<file path="config.mk">
export PLATFORM = sky130hd
export DESIGN_NAME = rtc_calendar
export DESIGN_NICKNAME = d
export VERILOG_FILES = /design/src/rtl/rtc_cal_pkg.sv /design/src/rtl/rtc_cal_seq.sv /design/src/rtl/rtc_cal_time.sv /design/src/rtl/rtc_cal_alarm.sv /design/src/rtl/rtc_calendar.sv
export SDC_FILE = /design/constraint.sdc
export NUM_CORES = 1
export LEC_CHECK = 0
export ABC_CLOCK_PERIOD_IN_PS = 26300
export BUFFER_PORTS_ARGS = -buffer_cell sky130_fd_sc_hd__buf_4
export CAP_MARGIN = 5
export CORE_MARGIN = 1.5
export CORE_UTILIZATION = 30
export DETAILED_ROUTE_END_ITERATION = 7
export GPL_TIMING_DRIVEN = 0
export SLEW_MARGIN = 10
export SYNTH_ARGS = -nofsm -noshare
export SYNTH_HDL_FRONTEND = slang
export SYNTH_SLANG_ARGS = --single-unit
export TNS_END_PERCENT = 1
</file>
<file path="constraint.sdc">
create_clock -name clk -period 26.3 [get_ports clk]
set_input_delay 7.89 -clock clk [delete_from_list [all_inputs] [get_ports clk]]
set_output_delay 7.89 -clock clk [all_outputs]
set_load 0.05 [all_outputs]
</file>
<file path="src/rtl/rtc_cal_pkg.sv">
package rtc_cal_pkg;

  typedef struct packed {
    logic [6:0] year;
    logic [3:0] mon;
    logic [4:0] mday;
    logic [2:0] wday;
    logic [4:0] hour;
    logic [5:0] min;
    logic [5:0] sec;
  } cal_t;

  localparam cal_t CAL_RESET = '{year: 7'd0, mon: 4'd1, mday: 5'd1, wday: 3'd1,
                                 hour: 5'd0, min: 6'd0, sec: 6'd0};

  localparam logic [2:0] OSC_RUN = 3'b010;

  localparam logic [3:0] FLD_SEC   = 4'd0;
  localparam logic [3:0] FLD_ASEC  = 4'd1;
  localparam logic [3:0] FLD_MIN   = 4'd2;
  localparam logic [3:0] FLD_AMIN  = 4'd3;
  localparam logic [3:0] FLD_HOUR  = 4'd4;
  localparam logic [3:0] FLD_AHOUR = 4'd5;
  localparam logic [3:0] FLD_WDAY  = 4'd6;
  localparam logic [3:0] FLD_MDAY  = 4'd7;
  localparam logic [3:0] FLD_MON   = 4'd8;
  localparam logic [3:0] FLD_YEAR  = 4'd9;

  // value 0..99 to register byte
  function automatic logic [7:0] to_reg(input logic [6:0] v, input logic bin);
    logic [3:0] t;
    logic [3:0] o;
    t = 4'(v / 7'd10);
    o = 4'(v % 7'd10);
    return bin ? {1'b0, v} : {t, o};
  endfunction

  // register byte to value
  function automatic logic [6:0] from_reg(input logic [7:0] r, input logic bin);
    logic [6:0] tens;
    tens = {3'b000, r[7:4]};
    return bin ? r[6:0] : (tens * 7'd10 + {3'b000, r[3:0]});
  endfunction

  function automatic logic [7:0] hour_to_reg(input logic [4:0] h, input logic bin,
                                             input logic h24);
    logic [4:0] h12;
    logic [7:0] r;
    if (h24) begin
      r = to_reg({2'b00, h}, bin);
    end else begin
      h12 = (h >= 5'd12) ? h - 5'd12 : h;
      if (h12 == 5'd0) h12 = 5'd12;
      r = to_reg({2'b00, h12}, bin);
      r[7] = (h >= 5'd12);
    end
    return r;
  endfunction

  function automatic logic [4:0] hour_from_reg(input logic [7:0] r, input logic bin,
                                               input logic h24);
    logic [6:0] v;
    if (h24) begin
      v = from_reg(r, bin);
    end else begin
      v = from_reg({1'b0, r[6:0]}, bin);
      if (v == 7'd12) v = 7'd0;
      if (r[7]) v = v + 7'd12;
    end
    return v[4:0];
  endfunction

  function automatic logic [4:0] days_in_month(input logic [3:0] mon, input logic [6:0] yr,
                                               input int base);
    int   full;
    logic leap;
    full = base + int'(yr);
    leap = ((full % 4) == 0) && (((full % 100) != 0) || ((full % 400) == 0));
    case (mon)
      4'd4, 4'd6, 4'd9, 4'd11: return 5'd30;
      4'd2:                    return leap ? 5'd29 : 5'd28;
      default:                 return 5'd31;
    endcase
  endfunction

endpackage

</file>
<file path="src/rtl/rtc_cal_seq.sv">
module rtc_cal_seq #(
  parameter int UIP_CYCLES = 8
) (
  input  logic clk,
  input  logic rst,
  input  logic sec_tick,
  input  logic osc_ok,
  input  logic set_mode,
  output logic uip,
  output logic step
);
  localparam int CW = $clog2(UIP_CYCLES + 1);

  logic          busy;
  logic [CW-1:0] cnt;

  always_ff @(posedge clk) begin
    if (rst) begin
      busy <= 1'b0;
      cnt  <= '0;
    end else if (set_mode) begin
      busy <= 1'b0;
    end else if (busy) begin
      if (cnt == '0) busy <= 1'b0;
      else           cnt  <= cnt - CW'(1);
    end else if (sec_tick && osc_ok) begin
      busy <= 1'b1;
      cnt  <= CW'(UIP_CYCLES - 1);
    end
  end

  assign uip  = busy;
  assign step = busy && (cnt == '0) && !set_mode;

endmodule

</file>
<file path="src/rtl/rtc_cal_time.sv">
module rtc_cal_time
  import rtc_cal_pkg::*;
#(
  parameter int BASE_YEAR = 2000
) (
  input  logic       clk,
  input  logic       rst,
  input  logic       step,
  input  logic       wr_en,
  input  logic [3:0] wr_sel,
  input  logic [7:0] wr_data,
  input  logic       bin_mode,
  input  logic       hr24,
  output cal_t       nxt
);
  cal_t       cur;
  cal_t       adv;
  logic [6:0] wv;
  logic [4:0] dim;

  always_comb begin
    adv = cur;
    dim = days_in_month(cur.mon, cur.year, BASE_YEAR);
    if (cur.sec < 6'd59) begin
      adv.sec = cur.sec + 6'd1;
    end else begin
      adv.sec = 6'd0;
      if (cur.min < 6'd59) begin
        adv.min = cur.min + 6'd1;
      end else begin
        adv.min = 6'd0;
        if (cur.hour < 5'd23) begin
          adv.hour = cur.hour + 5'd1;
        end else begin
          adv.hour = 5'd0;
          adv.wday = (cur.wday >= 3'd7) ? 3'd1 : cur.wday + 3'd1;
          if (cur.mday < dim) begin
            adv.mday = cur.mday + 5'd1;
          end else begin
            adv.mday = 5'd1;
            if (cur.mon < 4'd12) begin
              adv.mon = cur.mon + 4'd1;
            end else begin
              adv.mon  = 4'd1;
              adv.year = (cur.year >= 7'd99) ? 7'd0 : cur.year + 7'd1;
            end
          end
        end
      end
    end
  end

  always_comb begin
    wv  = from_reg(wr_data, bin_mode);
    nxt = cur;
    if (wr_en) begin
      case (wr_sel)
        FLD_SEC:  nxt.sec  = wv[5:0];
        FLD_MIN:  nxt.min  = wv[5:0];
        FLD_HOUR: nxt.hour = hour_from_reg(wr_data, bin_mode, hr24);
        FLD_WDAY: nxt.wday = wv[2:0];
        FLD_MDAY: nxt.mday = wv[4:0];
        FLD_MON:  nxt.mon  = wv[3:0];
        FLD_YEAR: nxt.year = wv;
        default:  nxt = cur;
      endcase
    end else if (step) begin
      nxt = adv;
    end
  end

  always_ff @(posedge clk) begin
    if (rst) cur <= CAL_RESET;
    else     cur <= nxt;
  end

endmodule

</file>
<file path="src/rtl/rtc_cal_alarm.sv">
module rtc_cal_alarm
  import rtc_cal_pkg::*;
(
  input  logic       clk,
  input  logic       rst,
  input  logic       wr_en,
  input  logic [3:0] wr_sel,
  input  logic [7:0] wr_data,
  input  logic       bin_mode,
  input  logic       hr24,
  input  logic [5:0] t_sec,
  input  logic [5:0] t_min,
  input  logic [4:0] t_hour,
  output logic       hit
);
  logic [7:0] a_sec, a_min, a_hour;
  logic       sec_ok, min_ok, hour_ok;

  always_ff @(posedge clk) begin
    if (rst) begin
      a_sec  <= 8'h00;
      a_min  <= 8'h00;
      a_hour <= 8'h00;
    end else if (wr_en) begin
      if (wr_sel == FLD_ASEC)  a_sec  <= wr_data;
      if (wr_sel == FLD_AMIN)  a_min  <= wr_data;
      if (wr_sel == FLD_AHOUR) a_hour <= wr_data;
    end
  end

  always_comb begin
    sec_ok  = (a_sec[7:6]  == 2'b11) || (from_reg(a_sec, bin_mode) == {1'b0, t_sec});
    min_ok  = (a_min[7:6]  == 2'b11) || (from_reg(a_min, bin_mode) == {1'b0, t_min});
    hour_ok = (a_hour[7:6] == 2'b11) || (hour_from_reg(a_hour, bin_mode, hr24) == t_hour);
    hit     = sec_ok && min_ok && hour_ok;
  end

endmodule

</file>
<file path="src/rtl/rtc_calendar.sv">
module rtc_calendar
  import rtc_cal_pkg::*;
#(
  parameter int UIP_CYCLES = 8,
  parameter int BASE_YEAR  = 2000
) (
  input  logic       clk,
  input  logic       rst,
  input  logic       sec_tick,
  input  logic [2:0] osc_sel,
  input  logic       set_mode,
  input  logic       bin_mode,
  input  logic       hr24,
  input  logic       alarm_ie,
  input  logic       update_ie,
  input  logic       wr_en,
  input  logic [3:0] wr_sel,
  input  logic [7:0] wr_data,
  output logic [7:0] sec_q,
  output logic [7:0] min_q,
  output logic [7:0] hour_q,
  output logic [7:0] wday_q,
  output logic [7:0] mday_q,
  output logic [7:0] mon_q,
  output logic [7:0] year_q,
  output logic       uip,
  output logic       update_flag,
  output logic       alarm_flag,
  output logic       irq_flag
);
  logic step;
  logic upd;
  logic hit;
  cal_t nxt;

  rtc_cal_seq #(.UIP_CYCLES(UIP_CYCLES)) u_seq (
    .clk(clk), .rst(rst), .sec_tick(sec_tick), .osc_ok(osc_sel == OSC_RUN),
    .set_mode(set_mode), .uip(uip), .step(step)
  );

  rtc_cal_time #(.BASE_YEAR(BASE_YEAR)) u_time (
    .clk(clk), .rst(rst), .step(step), .wr_en(wr_en), .wr_sel(wr_sel),
    .wr_data(wr_data), .bin_mode(bin_mode), .hr24(hr24), .nxt(nxt)
  );

  rtc_cal_alarm u_alarm (
    .clk(clk), .rst(rst), .wr_en(wr_en), .wr_sel(wr_sel), .wr_data(wr_data),
    .bin_mode(bin_mode), .hr24(hr24), .t_sec(nxt.sec), .t_min(nxt.min),
    .t_hour(nxt.hour), .hit(hit)
  );

  assign upd = step && !wr_en;

  always_ff @(posedge clk) begin
    if (rst) begin
      sec_q       <= 8'h00;
      min_q       <= 8'h00;
      hour_q      <= 8'h00;
      wday_q      <= 8'h01;
      mday_q      <= 8'h01;
      mon_q       <= 8'h01;
      year_q      <= 8'h00;
      update_flag <= 1'b0;
      alarm_flag  <= 1'b0;
      irq_flag    <= 1'b0;
    end else begin
      sec_q       <= to_reg({1'b0, nxt.sec}, bin_mode);
      min_q       <= to_reg({1'b0, nxt.min}, bin_mode);
      hour_q      <= hour_to_reg(nxt.hour, bin_mode, hr24);
      wday_q      <= to_reg({4'b0000, nxt.wday}, bin_mode);
      mday_q      <= to_reg({2'b00, nxt.mday}, bin_mode);
      mon_q       <= to_reg({3'b000, nxt.mon}, bin_mode);
      year_q      <= to_reg(nxt.year, bin_mode);
      update_flag <= upd;
      alarm_flag  <= upd && alarm_ie && hit;
      irq_flag    <= upd && ((alarm_ie && hit) || update_ie);
    end
  end

endmodule

</file>
==> reports/results.md <==
| Stage | Result | Reported |
| --- | --- | --- |
| worst hold path | Worst hold path class | flop to flop |
| power and ir drop | Internal portion of total power | 293 uW |
| place | Global placer's final weighted congestion | 0.917 |
| place | Pre-CTS worst setup slack | 10.94 ns |
| global routing | Total track usage | 18.0% |
| clocking | Clock transition at the registers of the reported paths | 0.08 ns |
| timing | Final count of negative-setup-slack endpoints | 0 |
| cells and area | # diodes | 0 |
| yosys | Asr flop ratio synth | 0% |
| clocking | Root cell of the clock tree | sky130_fd_sc_hd__clkbuf_16 |
| timing | Max-slew headroom at the worst pin | 20.5% |
| clocking | Later-pin clock latency in the skew report | 0.37 ns |
| yosys | Most used standard cell by instance count after synthesis | sky130_fd_sc_hd__nor2_1 |
| global routing | Pin count of the biggest net entering global routing | 21 |
| yosys | Unique cell type count in the Yosys netlist | 99 |
| clocking | Hold-fix buffers at CTS | 0 |
| detailed routing | Mean number of vias per cell | 5.35 |
| flow run | Count of max-cap constraint violations | 0 |
| worst setup path | Crit path arrival time | 15.16 ns |
| clocking | CTS H-Tree Depth | 3 |
| global routing | Number of global-route vias before repair | 9,541 |
| worst setup path | Path depth of the worst reg2reg path | 40 |
| global routing | Grt ovf | 0 |
| worst hold path | Hold path depth | 1 |
| timing | Final period utilization | 56.7% |
| worst setup path | Depth of the critical timing path with buffers and inverters included | 34 |
| timing | Worst Clk Skew | 0.00616 ns |
| yosys | Sequential-to-total area share from yosys stat | 20.8% |
| cells and area | Final net count | 1,503 |
| yosys | Largest area contributor in the netlist | sky130_fd_sc_hd__dfxtp_1 |
| power and ir drop | Total power per unit cell area | 42.3 nW/um^2 |
| power and ir drop | Sw frac | 38.9% |
| power and ir drop | Peak VDD IR | 0.0000297 V |
| power and ir drop | Leakage dissipation | 0.00466 uW |
| yosys | Commonest cells post-synth | sky130_fd_sc_hd__nor2_1 (167), sky130_fd_sc_hd__nand2_1 (108), sky130_fd_sc_hd__dfxtp_1 (103), sky130_fd_sc_hd__a21oi_1 (87), sky130_fd_sc_hd__ha_1 (72) |
| worst setup path | Critical Setup Path Class | input port to flop |
| worst setup path | Standard cell with the maximum stage delay on the critical path | sky130_fd_sc_hd__mux2i_1 |
| floorplan | Total Die Area | 34,100 um^2 |
| yosys | Area contributors post-synth | sky130_fd_sc_hd__dfxtp_1 (21%), sky130_fd_sc_hd__ha_1 (9.1%), sky130_fd_sc_hd__nor2_1 (6.3%) |
| timing | Hold Fails Final Rpt | 0 |
| worst setup path | Buffers plus inverters on the worst setup path | 6 |
| clocking | Max Root-Sink Buffers | 2 |
| timing | Max frequency | 67.0 MHz |
| power and ir drop | Logic gate share of total power | 36.0% |
| timing | Final TNS setup | 0 ns |
| timing | Number of max-slew violations in the final report | 0 |
| worst setup path | Type of origin of the critical path | input port |
| global routing | Global-route wire length before repair | 49,200 um |
| yosys | Most common flop cell mapped by yosys | sky130_fd_sc_hd__dfxtp_1 |
| power and ir drop | Share of power burned in the clock network | 29.0% |
| floorplan | Area inside the core boundary | 32,500 um^2 |
| yosys | Area fraction of the dominant cell type after synthesis | 20.8% |
| floorplan | Die extent in x | 185 um |
| detailed routing | Routed Antenna Nets | 0 |
| cells and area | # fillers | 3,487 |
| clocking | Number of cells upsized or downsized after cts | 0 |
| timing | Setup repair after global routing missed its margin | false |
| cells and area | Post-synthesis to final-layout area growth | 14.4% |
| detailed routing | Routed WL per cell | 16.3 um |
| worst setup path | Max FO, Critical Path | 7 |
| yosys | Number of enable flip-flop cells after synthesis | 0 |
| cells and area | Layout cell share with drive strength beyond 1 | 11.7% |
| floorplan | Floorplan die height | 185 um |
| floorplan | Row count | 66 |
| timing | Post-layout minimum cycle time | 14.92 ns |
| power and ir drop | Net load switching power | 186 uW |
| detailed routing | Number of vias in the routed layout | 9,876 |
| detailed routing | Post-detailed-routing wire length | 30,000 um |
| place | Dpl hpwl | 23,100 um |
| power and ir drop | Register share of total power | 35.0% |
| yosys | Instance count of the mapped netlist | 1,309 |
| yosys | Seq cells post-synth | 103 |
| timing | Tightest Pin Transition | 1.18 ns |
| worst setup path | Crit path capture type | flop |
| outcome | Run status | complete, no violations |
| yosys | Total of warnings raised by yosys | 0 |
| timing | Worst setup slack after layout | 11.38 ns |
| worst setup path | Top delay family on crit path | compound AO/OA/AOI/OAI gates |
| clocking | Num CTS Buffers | 9 |
| floorplan | Starting density of the core | 30.4% |
| yosys | Mean instance size in the synthesized netlist | 7.56 um^2 |
| detailed routing | First-pass iteration count of the detailed router | 6 |
| detailed routing | Count of unresolved DRC violations after routing | 0 |
| clocking | Post CTS Setup Buffer Count | 0 |
| detailed routing | Iteration-0 DRC Markers | 777 |
| floorplan | Ports | 84 |
| power and ir drop | Post-layout total power | 479 uW |
| clocking | Number of clock sinks | 103 |
| place | I/O Buffers | 66 |
| yosys | Netlist area before placement | 9900 um^2 |
| global routing | Number of antenna violations at the first check in global routing | 1 |
| worst setup path | Delay of the slowest cell on the worst path | 0.68 ns |
| worst setup path | Critical path data required time | 26.54 ns |
| clocking | CTS tree | built |
## layer usage
layer | share of wire (%) | wire length (um) | track usage (%)
met4 | 3.3 | 982 | 7.09
met1 | 43 | 13000 | 22.9
met3 | 5.3 | 1590 | 2.05
met5 | 0 | 0 | 0
met2 | 48 | 14500 | 31.0
## flip-flops by register name, summed over array words and instances (netlist names), 4 cells and up
register	count
mon_q	5
mday_q	6
min_q	7
u_seq.cnt	4
u_alarm.a_sec	8
sec_q	7
year_q	8
u_alarm.a_hour	8
hour_q	7
u_alarm.a_min	8
u_time.cur	28
## through the flow
step                hold WS, ns  instance area [um^2]  instances  utilization, %
finish                    0.531                 11300       1847            34.8
detailed placement        0.514                 11000       1831            33.9
global route              0.558                 11300       1847            34.8
global placement          0.507                 11000       1829            33.8
CTS                       0.530                 11300       1847            34.8
floorplan                 0.481                  9950       1321               -
## final cells by class
class                   instances  area, um^2  area share [%]
multi-input cells            1070        7240            63.9
flip-flops and latches        103        2060            18.2
well taps                     442         553            4.88
repair buffers                 68         508            4.48
plain buffers                  83         422            3.72
inverters                      65         244            2.15
clock buffers                   9         225            1.99
clock inverters                 7        77.6           0.685
## worst paths after layout
kind / from / end / slack (ns)
max: wr_data[1] / hour_q[4]$_SDFF_PP0_ / 11.38
min: u_seq.cnt[0]$_SDFFE_PP0P_ / u_seq.cnt[0]$_SDFFE_PP0P_ / 0.53
max reg2reg: u_time.cur[34]$_SDFF_PP0_ / year_q[1]$_SDFF_PP0_ / 16.29
min reg2reg: u_seq.cnt[0]$_SDFFE_PP0P_ / u_seq.cnt[0]$_SDFFE_PP0P_ / 0.53
## kinds of logic (layout without fill, tap and decap cells)
kind of cell | Yosys count | count (layout) | share of synthesized area [%]
fa+ha+maj | 81 | 81 | 10.7
xor+xnor | 69 | 69 | 6.10
compound gates | 363 | 363 | 25.1
simple gates | 476 | 476 | 23.3
other cells | 1 | 13 | 0.0379
mux | 68 | 68 | 7.22
flops | 103 | 103 | 20.8
buf+inv | 148 | 232 | 6.72
## power by group through the flow
stage | Clock [uW] | Sequential (uW) | Combinational [uW]
finish | 139 | 168 | 172
CTS | 143 | 168 | 171
global placement | 0 | 171 | 168
detailed placement | 0 | 171 | 171
global route | 147 | 168 | 190
floorplan | 0 | 183 | 116
## cell usage in the layout (no fill, tap or decap), drive strengths merged, types with 11 or more instances in the layout
master	n
conb	13
clkbuf	56
nand2b	22
xnor2	48
nor2b	16
ha	72
nor4	14
and2	16
nand2	109
a21o	11
a211oi	29
nand3	26
inv	68
nor2	167
a31oi	20
buf	104
or3	13
and3	15
o211ai	27
a21oi	89
mux2i	53
nand4	11
mux2	14
o21ai	79
dfxtp	103
nor3	38
xor2	21
Power figures use the tool's default switching activity.
